## config.mk

```make
export PLATFORM = sky130hd
export DESIGN_NAME = sdramCmdSeq
export DESIGN_NICKNAME = d
export VERILOG_FILES = /design/src/rtl/seqPkg.sv /design/src/rtl/seqControl.sv /design/src/rtl/seqDatapath.sv /design/src/rtl/sdramCmdSeq.sv
export SDC_FILE = /design/constraint.sdc
export NUM_CORES = 1
export LEC_CHECK = 0
export BUFFER_PORTS_ARGS = -buffer_cell sky130_fd_sc_hd__buf_2
export CAP_MARGIN = 40
export CORE_MARGIN = 10
export CORE_UTILIZATION = 37
export CTS_CLUSTER_SIZE = 14
export DETAILED_ROUTE_END_ITERATION = 16
export MAX_ROUTING_LAYER = met4
export PLACE_DENSITY = 0.68
export SLEW_MARGIN = 20
export SYNTH_ARGS = -nofsm -noshare
export SYNTH_HDL_FRONTEND = slang
export SYNTH_SLANG_ARGS = --single-unit
```

## constraint.sdc

```tcl
create_clock -name clk -period 2.5 [get_ports clk]
set_input_delay 0.25 -clock clk [delete_from_list [all_inputs] [get_ports clk]]
set_output_delay 0.25 -clock clk [all_outputs]
set_load 0.005 [all_outputs]
```

## src/rtl/seqPkg.sv

```systemverilog
package seqPkg;

  // {RAS#,CAS#,WE#} with chip select low
  typedef enum logic [2:0] {
    CMD_REF   = 3'b001,
    CMD_PRE   = 3'b010,
    CMD_ACT   = 3'b011,
    CMD_WRITE = 3'b100,
    CMD_READ  = 3'b101,
    CMD_NOP   = 3'b111
  } sdCmd_t;

  // control -> datapath strobes, at most one command strobe per cycle
  typedef struct packed {
    logic latch;
    logic doAct;
    logic doRdWr;
    logic doPre;
    logic doPreAll;
    logic doRef;
  } ctlStrobe_t;

  // datapath -> control status
  typedef struct packed {
    logic curOpen;
    logic curHit;
    logic curTmrZero;
    logic allTmrZero;
    logic anyOpen;
    logic burstIdle;
  } dpStatus_t;

endpackage

```

## src/rtl/seqControl.sv

```systemverilog
module seqControl
  import seqPkg::*;
#(
  parameter int REF_INTERVAL = 780
) (
  input  logic       clk,
  input  logic       rst,
  input  logic       reqValid,
  input  dpStatus_t  stat,
  output logic       reqReady,
  output ctlStrobe_t strb
);

  localparam int REF_W = $clog2(REF_INTERVAL + 1);

  typedef enum logic {ST_IDLE, ST_ISSUE} seqState_t;

  seqState_t        state, stateNext;
  logic [REF_W-1:0] refCnt;
  logic             refPending;

  always_ff @(posedge clk) begin
    if (rst) begin
      state      <= ST_IDLE;
      refCnt     <= '0;
      refPending <= 1'b0;
    end else begin
      state <= stateNext;
      if (refCnt == REF_W'(REF_INTERVAL - 1)) begin
        refCnt     <= '0;
        refPending <= 1'b1;
      end else begin
        refCnt <= refCnt + REF_W'(1);
        if (strb.doRef) refPending <= 1'b0;
      end
    end
  end

  always_comb begin
    strb      = '0;
    stateNext = state;
    reqReady  = (state == ST_IDLE) && !refPending;
    case (state)
      ST_IDLE: begin
        if (refPending) begin
          // wait for the burst and all bank timers, close everything, refresh
          if (stat.burstIdle && stat.allTmrZero) begin
            if (stat.anyOpen) strb.doPreAll = 1'b1;
            else              strb.doRef    = 1'b1;
          end
        end else if (reqValid) begin
          strb.latch = 1'b1;
          stateNext  = ST_ISSUE;
        end
      end
      ST_ISSUE: begin
        if (stat.curHit) begin
          if (stat.curTmrZero && stat.burstIdle) begin
            strb.doRdWr = 1'b1;
            stateNext   = ST_IDLE;
          end
        end else if (stat.curOpen) begin
          if (stat.curTmrZero && stat.burstIdle) strb.doPre = 1'b1;
        end else begin
          // open-row may overlap another bank's burst
          if (stat.curTmrZero) strb.doAct = 1'b1;
        end
      end
      default: stateNext = ST_IDLE;
    endcase
  end

endmodule

```

## src/rtl/seqDatapath.sv

```systemverilog
module seqDatapath
  import seqPkg::*;
#(
  parameter int NUM_BANKS = 4,
  parameter int ROW_W     = 12,
  parameter int COL_W     = 10,
  parameter int ADDR_W    = 12,
  parameter int T_RCD     = 3,
  parameter int T_RP      = 3,
  parameter int T_RFC     = 7,
  parameter int BURST_LEN = 4,
  localparam int BANK_W   = $clog2(NUM_BANKS)
) (
  input  logic              clk,
  input  logic              rst,
  input  ctlStrobe_t        strb,
  input  logic [BANK_W-1:0] reqBank,
  input  logic [ROW_W-1:0]  reqRow,
  input  logic [COL_W-1:0]  reqCol,
  input  logic              reqWrite,
  input  logic              reqAutoPre,
  output dpStatus_t         stat,
  output logic              cmdCsN,
  output logic              cmdRasN,
  output logic              cmdCasN,
  output logic              cmdWeN,
  output logic [BANK_W-1:0] cmdBank,
  output logic [ADDR_W-1:0] cmdAddr
);

  localparam int AP_BIT  = 10;
  localparam int TMR_W   = $clog2(T_RCD + T_RP + T_RFC + BURST_LEN + 1);
  localparam int BURST_W = $clog2(BURST_LEN + 1);

  // latched request
  logic [BANK_W-1:0] curBank;
  logic [ROW_W-1:0]  curRow;
  logic [COL_W-1:0]  curCol;
  logic              curWrite;
  logic              curAp;

  always_ff @(posedge clk) begin
    if (rst) begin
      curBank  <= '0;
      curRow   <= '0;
      curCol   <= '0;
      curWrite <= 1'b0;
      curAp    <= 1'b0;
    end else if (strb.latch) begin
      curBank  <= reqBank;
      curRow   <= reqRow;
      curCol   <= reqCol;
      curWrite <= reqWrite;
      curAp    <= reqAutoPre;
    end
  end

  // per-bank open-row table and spacing timers
  logic [NUM_BANKS-1:0] openVec;
  logic [NUM_BANKS-1:0] zeroVec;
  logic [ROW_W-1:0]     rowArr [NUM_BANKS];

  for (genvar b = 0; b < NUM_BANKS; b++) begin : g_bank
    logic             openB;
    logic [ROW_W-1:0] rowB;
    logic [TMR_W-1:0] tmrB;
    logic             selB;

    assign selB = (curBank == BANK_W'(b));

    always_ff @(posedge clk) begin
      if (rst) begin
        openB <= 1'b0;
        rowB  <= '0;
        tmrB  <= '0;
      end else if (strb.doAct && selB) begin
        openB <= 1'b1;
        rowB  <= curRow;
        tmrB  <= TMR_W'(T_RCD - 1);
      end else if (strb.doRdWr && selB && curAp) begin
        openB <= 1'b0;
        tmrB  <= TMR_W'(BURST_LEN + T_RP - 1);
      end else if ((strb.doPre && selB) || strb.doPreAll) begin
        openB <= 1'b0;
        tmrB  <= TMR_W'(T_RP - 1);
      end else if (strb.doRef) begin
        tmrB  <= TMR_W'(T_RFC - 1);
      end else if (tmrB != '0) begin
        tmrB  <= tmrB - TMR_W'(1);
      end
    end

    assign openVec[b] = openB;
    assign zeroVec[b] = (tmrB == '0);
    assign rowArr[b]  = rowB;
  end

  // burst occupancy of the data bus
  logic [BURST_W-1:0] burstCnt;

  always_ff @(posedge clk) begin
    if (rst)                  burstCnt <= '0;
    else if (strb.doRdWr)     burstCnt <= BURST_W'(BURST_LEN - 1);
    else if (burstCnt != '0)  burstCnt <= burstCnt - BURST_W'(1);
  end

  always_comb begin
    stat.curOpen    = openVec[curBank];
    stat.curHit     = openVec[curBank] && (rowArr[curBank] == curRow);
    stat.curTmrZero = zeroVec[curBank];
    stat.allTmrZero = &zeroVec;
    stat.anyOpen    = |openVec;
    stat.burstIdle  = (burstCnt == '0);
  end

  // registered command output
  logic [ADDR_W-1:0] colAddr, allAddr;
  sdCmd_t            cmdQ;
  logic              csQ;

  always_comb begin
    colAddr         = ADDR_W'(curCol);
    colAddr[AP_BIT] = curAp;
    allAddr         = '0;
    allAddr[AP_BIT] = 1'b1;
  end

  always_ff @(posedge clk) begin
    if (rst) begin
      csQ     <= 1'b1;
      cmdQ    <= CMD_NOP;
      cmdBank <= '0;
      cmdAddr <= '0;
    end else begin
      csQ     <= 1'b0;
      cmdQ    <= CMD_NOP;
      cmdBank <= '0;
      cmdAddr <= '0;
      if (strb.doAct) begin
        cmdQ    <= CMD_ACT;
        cmdBank <= curBank;
        cmdAddr <= ADDR_W'(curRow);
      end else if (strb.doRdWr) begin
        cmdQ    <= curWrite ? CMD_WRITE : CMD_READ;
        cmdBank <= curBank;
        cmdAddr <= colAddr;
      end else if (strb.doPre) begin
        cmdQ    <= CMD_PRE;
        cmdBank <= curBank;
      end else if (strb.doPreAll) begin
        cmdQ    <= CMD_PRE;
        cmdAddr <= allAddr;
      end else if (strb.doRef) begin
        cmdQ    <= CMD_REF;
      end
    end
  end

  assign cmdCsN  = csQ;
  assign cmdRasN = cmdQ[2];
  assign cmdCasN = cmdQ[1];
  assign cmdWeN  = cmdQ[0];

endmodule

```

## src/rtl/sdramCmdSeq.sv

```systemverilog
module sdramCmdSeq
  import seqPkg::*;
#(
  parameter int NUM_BANKS    = 4,
  parameter int ROW_W        = 12,
  parameter int COL_W        = 10,
  parameter int ADDR_W       = 12,
  parameter int T_RCD        = 3,
  parameter int T_RP         = 3,
  parameter int T_RFC        = 7,
  parameter int BURST_LEN    = 4,
  parameter int REF_INTERVAL = 780,
  localparam int BANK_W      = $clog2(NUM_BANKS)
) (
  input  logic              clk,
  input  logic              rst,
  input  logic              reqValid,
  output logic              reqReady,
  input  logic [BANK_W-1:0] reqBank,
  input  logic [ROW_W-1:0]  reqRow,
  input  logic [COL_W-1:0]  reqCol,
  input  logic              reqWrite,
  input  logic              reqAutoPre,
  output logic              cmdCsN,
  output logic              cmdRasN,
  output logic              cmdCasN,
  output logic              cmdWeN,
  output logic [BANK_W-1:0] cmdBank,
  output logic [ADDR_W-1:0] cmdAddr
);

  ctlStrobe_t strb;
  dpStatus_t  stat;

  seqControl #(
    .REF_INTERVAL(REF_INTERVAL)
  ) i_seqControl (
    .clk      (clk),
    .rst      (rst),
    .reqValid (reqValid),
    .stat     (stat),
    .reqReady (reqReady),
    .strb     (strb)
  );

  seqDatapath #(
    .NUM_BANKS (NUM_BANKS),
    .ROW_W     (ROW_W),
    .COL_W     (COL_W),
    .ADDR_W    (ADDR_W),
    .T_RCD     (T_RCD),
    .T_RP      (T_RP),
    .T_RFC     (T_RFC),
    .BURST_LEN (BURST_LEN)
  ) i_seqDatapath (
    .clk        (clk),
    .rst        (rst),
    .strb       (strb),
    .reqBank    (reqBank),
    .reqRow     (reqRow),
    .reqCol     (reqCol),
    .reqWrite   (reqWrite),
    .reqAutoPre (reqAutoPre),
    .stat       (stat),
    .cmdCsN     (cmdCsN),
    .cmdRasN    (cmdRasN),
    .cmdCasN    (cmdCasN),
    .cmdWeN     (cmdWeN),
    .cmdBank    (cmdBank),
    .cmdAddr    (cmdAddr)
  );

endmodule

```

# Yosys cells after proc, flatten, opt, wreduce, memory -nomap -nowiden
# Index checks and enable logic that the tools add are counted.
[word_totals]
ff_bits = 131
input_bits = 29
out_inout_bits = 19
[op_classes]
n_addsub = 6
order_cmp = 2
eq_ne = 5
muxes = 76
bitwise_logic = 2
n_reduce_logical = 63
[ops]
columns = ["cell", "n"]
rows = [
  ["$mux W3", 22],
  ["$mux W12", 5],
  ["$reduce_bool A5 Y1", 8],
  ["$mux W1", 32],
  ["$bmux W12 S2", 1],
  ["$mux W2", 12],
  ["$logic_and A1 B1 Y1", 20],
  ["$logic_not A5 Y1", 4],
  ["$reduce_or A5 Y1", 4],
  ["$sub A5 B1 Y5 const B", 4],
  ["$reduce_bool A4 Y1", 4],
  ["$reduce_bool A3 Y1", 5],
  ["$reduce_or A2 Y1", 7],
  ["$eq A12 B12 Y1", 1],
  ["$mux W11", 1],
  ["$add A10 B1 Y10 const B", 1],
  ["$eq A10 B10 Y1 const B", 1],
  ["$bmux W1 S2", 2],
  ["$eq A2 B2 Y1 const B", 2],
  ["$logic_or A1 B1 Y1", 4],
  ["$reduce_and A4 Y1", 1],
  ["$reduce_bool A2 Y1", 2],
  ["$reduce_or A4 Y1", 1],
  ["$ge A3 B3 Y1 const B", 1],
  ["other kinds (9)", 9],
]

# Longest topological paths before layout
[depth]
ltp_word = 13
depth_mapped = 11
mapped_depth_nobuf = 9

# Modules after synthesis
# From an unflattened synthesis, not the netlist that was laid out.
[unflattened]
hier_cells = 679
area_unflattened_um2 = 5781.8
[modules_own_cells]
columns = ["module", "instances", "cells_each", "area_per_inst_um2", "seq_area_each_um2"]
rows = [
  ["seqDatapath", 1, 612, 5212.5, 2382.3],
  ["seqControl", 1, 67, 569.3, 240.2],
]

# Least setup slack after synthesis
# Ideal clock, no wire load.
[synth_path]
path_type = "register -> register"
start = "register i_seqDatapath.g_bank[3].tmrB[0]"
end = "register i_seqDatapath.g_bank[2].rowB[10]"
arrival_ns = 2.333
required_time_ns = 2.372
setup_slack_ns = 0.039
path_stages_with_launch = 12
path_buffers = 2
synth_period_minus_slack_ns = 2.461
path_cell_list = "dfxtp_1 -> inv_1 -> ha_1 -> nor4b_2 -> mux4_2 -> nand2_1 -> nor2_1 -> buf_4 -> nand2_1 -> buf_2 -> mux2i_1 -> nor2_1"
[synth_between]
elab_chain_cells = 8
[synth_rtl]
columns = ["item", "line_no", "text"]
rows = [
  ["from (decl)", "seqDatapath.sv:66", "logic [TMR_W-1:0] tmrB;"],
  ["from (signal assigned)", "seqDatapath.sv:79", "tmrB <= TMR_W'(T_RCD - 1);"],
  ["from (signal assigned)", "seqDatapath.sv:82", "tmrB <= TMR_W'(BURST_LEN + T_RP - 1);"],
  ["from (signal assigned)", "seqDatapath.sv:85", "tmrB <= TMR_W'(T_RP - 1);"],
  ["$logic_not A5 Y1", "seqDatapath.sv:94", "assign zeroVec[b] = (tmrB == '0);"],
  ["$bmux W1 S2", "seqDatapath.sv:110", "stat.curTmrZero = zeroVec[curBank];"],
  ["$mux W1 (implied by the code)", "seqDatapath.sv:110", ""],
  ["$mux W1", "seqControl.sv:66", "if (stat.curTmrZero) strb.doAct = 1'b1;"],
  ["$mux W1", "seqControl.sv:62", "end else if (stat.curOpen) begin"],
  ["$mux W1", "seqControl.sv:57", "if (stat.curHit) begin"],
  ["$mux W3", "seqControl.sv:43", "case (state)"],
  ["$logic_and A1 B1 Y1", "seqDatapath.sv:76", "end else if (strb.doAct && selB) begin"],
  ["to (signal assigned)", "seqDatapath.sv:78", "rowB <= curRow;"],
  ["to (decl)", "seqDatapath.sv:65", "logic [ROW_W-1:0] rowB;"],
]
# Every way passes these cells. The select of a mux whose other input is x is not followed.
# A chain may end at the register's enable or synchronous reset.

# Final worst setup path
[layout_path]
start = "register i_seqDatapath.curBank[0]"
end = "register i_seqDatapath.g_bank[2].tmrB[2]"
[layout_between]
elab_chain_cells = 12
elab_cells_between_ends = 29
cone_classes = "2 x eq/ne; 17 x mux; 1 x bitwise; 9 x reduce/logical"
[layout_rtl]
columns = ["item", "line_no", "text"]
rows = [
  ["from (decl)", "seqDatapath.sv:36", "logic [BANK_W-1:0] curBank;"],
  ["from (signal assigned)", "seqDatapath.sv:50", "curBank <= reqBank;"],
  ["$not A2 Y3 (implied by the code)", "seqDatapath.sv:109", "stat.curHit = openVec[curBank] && (rowArr[curBank] == curRow);"],
  ["$bmux W12 S2", "seqDatapath.sv:109", ""],
  ["$mux W12 (implied by the code) (2 in series)", "seqDatapath.sv:109", ""],
  ["$eq A12 B12 Y1", "seqDatapath.sv:109", ""],
  ["$logic_and A1 B1 Y1", "seqDatapath.sv:109", ""],
  ["$mux W1", "seqControl.sv:57", ""],
  ["$mux W3", "seqControl.sv:43", ""],
  ["$logic_and A1 B1 Y1", "seqDatapath.sv:83", "end else if ((strb.doPre && selB) || strb.doPreAll) begin"],
  ["$logic_or A1 B1 Y1", "seqDatapath.sv:83", ""],
  ["$mux W3", "seqDatapath.sv:83", ""],
  ["$mux W3", "seqDatapath.sv:80", "end else if (strb.doRdWr && selB && curAp) begin"],
  ["to (signal assigned)", "seqDatapath.sv:79", ""],
  ["to (signal assigned)", "seqDatapath.sv:82", ""],
  ["to (signal assigned)", "seqDatapath.sv:85", ""],
  ["to (decl)", "seqDatapath.sv:66", ""],
]
# Several ways; a longest one is shown, not always the timed one. The select of a mux whose other input is x is not followed.

==> key figures <==
Run status
  • Run status: finished, violations left
  • Failing checks: negative setup slack

Global route
  • First-pass GRT wire length: 25100 µm
  • Total GRT Usage: 14.3%
  • Number of global-route vias before repair: 4991
  • Grt total ovfl: 0
  • Largest net degree at the start of global routing: 62
  • Initial antenna violation count: 0

Detailed routing
  • Wl on met1: 6710 µm
  • DR iter-0 viols: 342
  • Met2 WL post-DR: 7680 µm
  • Final WL: 15300 µm
  • Antenna-violating nets left: 0
  • Average wire per standard cell: 15.6 µm
  • Pre-Repair DR Iteration Count: 5
  • Met3 wire len: 686 µm
  • Via count: 5029
  • Drt drc: 0
  • Top layer used by detailed routing: met4
  • Via density: 5.14

Floorplan
  • Die area: 21500 µm²
  • Die width: 146 µm
  • Starting Density: 37.5%
  • Std cell rows: 46
  • Core area: 15800 µm²
  • Io pins: 48
  • Die Ht: 146 µm

Layout
  • Final net count: 790
  • Ant diodes: 0
  • Fraction of final layout cells sized beyond drive strength 1: 27.5%
  • Multi-input gate area: 3250 µm²
  • Synthesis-to-layout area growth: 29.6%
  • Finished Layout Cells: 979
  • Sequential cell area: 2630 µm²
  • # fillers: 1450

Setup path
  • CP startpoint kind: register
  • Slowest cell on crit path: or3_4
  • Crit-path leading delay family: simple AND/OR/NAND/NOR gates
  • Reg-to-reg endpoint: i_seqDatapath.g_bank[2].tmrB[2]
  • Crit-path max FO: 10
  • Reg2reg start: i_seqDatapath.curBank[0]
  • Reg2Reg Setup Slack: -0.02 ns
  • Worst EP arrival: 2.86 ns
  • CP Class: reg -> reg
  • Crit-path most repeated cell: buf_4
  • Crit path from: i_seqDatapath.curBank[0]
  • Buffers & Inverters on Critical Path: 3
  • WP depth: 10
  • Worst r2r path cells: 10
  • Crit path cell chain: buf_12 -> buf_4 -> mux2i_1 -> and3_1 -> a211o_1 -> or3_4 -> nor4_4 -> buf_4 -> nand3_2 -> a221oi_2
  • CP Capture Type: register
  • Crit path to: i_seqDatapath.g_bank[2].tmrB[2]
  • Worst path required time: 2.84 ns
  • Crit-path max cell delay: 0.44 ns

STA
  • Slew at the pin closest to its max-slew limit: 0.706 ns
  • Max transition margin: 52.5%
  • Final hold vios: 0
  • Clk_skew: 0.00973 ns
  • Setup Viol. Count Final: 2
  • Tmin final: 2.52 ns
  • Final worst-path cycle share: 101%
  • RSZ-0062 raised after global routing: true
  • Achievable Freq: 396 MHz
  • PnR worst setup slack: -0.0227 ns
  • Max Slew Vio Count: 0

Placement
  • Place WS: -0.207 ns
  • Inst Count DP: 941
  • Post-DP HPWL: 10300 µm
  • Placer congestion estimate: 0.874
  • I/O Buffers: 47

Logic synthesis
  • Largest area contributor in the netlist: dfxtp_1
  • Ys async rst share: 0%
  • Yosys warns: 0
  • Avg Synthesized Cell Area: 8.90 µm²
  • Syn Std Cell Area: 5920 µm²
  • Syn_nets: 705
  • Top_reg_cell synth: dfxtp_1
  • Area share of the largest cell type after synthesis: 44.3%
  • Number of flops mapped to enable cells by yosys: 0
  • Yosys cell types: 64
  • Post-synth top cells: 131 x dfxtp_1, 119 x nand2_1, 71 x a21oi_1, 55 x nor2_1, 36 x mux2i_1
  • Synth top area cells: dfxtp_1 44%, nand2_1 7.5%, mux2i_1 6.1%
  • Yosys reg bits: 131
  • Gate Count Post-Synth: 665
  • Seq/Total Area, Yosys: 44.3%
  • Most common cell in the synthesized netlist: dfxtp_1

Power
  • Maximum vdd ir drop: 543 µV
  • PwrDens: 945 nW/µm²
  • Power Total: 7.25 mW
  • Pleak: 3.09 nW

CTS
  • Max clock buf depth: 2
  • Clock-pin slew on the worst setup and hold paths: 0.07 ns
  • Clock root cell: clkbuf_16
  • CTS Hold Bufs: 0
  • Worst skew pair latency: 0.42 ns
  • CTS tree: yes
  • Clock Sinks: 131
  • CTS HTree Levels: 4
  • CTS buffer count: 17

Job
  • Max Cap Viol: 0

Worst hold path
  • Hold Path Class: in -> reg
==> sequential cells by signal (all words and copies together) (netlist names) <==
| signal | flops |
|---|---|
| i_seqControl.refCnt | 10 |
| i_seqDatapath.burstCnt | 3 |
| i_seqDatapath.cmdAddr | 12 |
| i_seqDatapath.cmdBank | 2 |
| i_seqDatapath.cmdQ | 3 |
| i_seqDatapath.curRow | 12 |
| i_seqControl.state | 1 |
| i_seqDatapath.curWrite | 1 |
| i_seqDatapath.curAp | 1 |
| i_seqDatapath.curBank | 2 |
| i_seqDatapath.curCol | 10 |
| i_seqControl.refPending | 1 |
| i_seqDatapath.g_bank.tmrB | 20 |
| i_seqDatapath.g_bank.rowB | 48 |
| i_seqDatapath.cmdCsN | 1 |
| i_seqDatapath.g_bank.openB | 4 |
==> cells by family after synthesis <==
kind of cell               share of synthesized area (%)
AOI/OAI and AO/OA                                   13.5
xor gates and xnor gates                            4.12
adders and majority gates                           2.33
buffers and inverters                               5.03
DFF                                                 44.3
muxes                                               9.51
and+or+nand+nor                                     21.2
==> layout by cell type, fill, tap and decap left out, types with 5 or more instances in the layout <==
master / netlist / final
mux2i_1: 36 / 28
nand2_1: 119 / 116
mux2i_2: 0 / 5
inv_1: 14 / 14
and2_1: 6 / 5
a21oi_2: 1 / 6
o21ai_0: 7 / 7
buf_2: 7 / 47
buf_12: 0 / 6
ha_1: 11 / 10
a22o_1: 10 / 10
nor3_1: 13 / 13
buf_6: 5 / 6
xor2_1: 7 / 7
mux4_2: 8 / 8
xnor2_1: 19 / 16
dfxtp_1: 131 / 129
and3_1: 6 / 6
clkbuf_16: 0 / 17
nand3_1: 21 / 18
nor2_1: 55 / 53
or3_1: 5 / 5
inv_8: 0 / 5
buf_4: 4 / 54
a21oi_1: 71 / 65
a31oi_1: 5 / 5
==> per-layer routing <==
metal,GRT usage [%],vias up
met3,3.49,23
met5,-,-
met2,23.5,129
met4,3.50,0
met1,17.4,2395
li1,-,2482
==> tightest hold or removal path, stage by stage <==
cell     delay [ns]
buf_2          0.09
nand2_1        0.04
a21oi_1        0.05
==> through the flow <==
step / hold WS (ns) / instance area (µm²) / TNS, ns / utilization [%]
final: 0.0551 / 7670 / -0.0287 / 48.6
after global routing: 0.0616 / 7670 / -1.45 / 48.6
after CTS: 0.0491 / 7360 / 0 / 46.7
after detailed placement: 0.444 / 6730 / -11.94 / 42.7
after global placement: 0.431 / 6720 / -10.12 / 42.6
after floorplan: 0.278 / 5920 / 0 / -
==> worst min-delay path by stage <==
stage	start	to	depth (start not counted)
floorplan	rst	i_seqDatapath.cmdCsN	0
global placement	i_seqControl.refCnt[0]	i_seqControl.refCnt[0]	1
detailed placement	i_seqControl.refCnt[0]	i_seqControl.refCnt[0]	1
CTS	reqRow[4]	i_seqDatapath.curRow[4]	3
global route	reqCol[4]	i_seqDatapath.curCol[4]	3
finish	reqRow[4]	i_seqDatapath.curRow[4]	3
==> cell type report <==
class / instances / share of cell area, %
Clock buffer: 17 / 5.55
Timing Repair Buffer: 114 / 11.2
Multi-Input combinational cell: 471 / 42.3
Tap cell: 216 / 3.52
Inverter: 15 / 0.734
Clock inverter: 15 / 2.45
Sequential cell: 131 / 34.3
==> power breakdown <==
| part | total, mW | internal, mW | leakage (nW) | switching [mW] |
|---|---|---|---|---|
| Combinational | 2.16 | 1.07 | 1.72 | 1.09 |
| Sequential | 2.55 | 2.32 | 1.07 | 0.229 |
| Clock | 2.54 | 1.44 | 0.301 | 1.10 |
| Total | 7.25 | 4.83 | 3.09 | 2.42 |
==> timing repair <==
item,in CTS,in global routing
pin swaps,0,6
setup endpoints to repair,79,77
resized for setup,5,53
setup buffers,0,6
(Power assumes the default switching activity.)
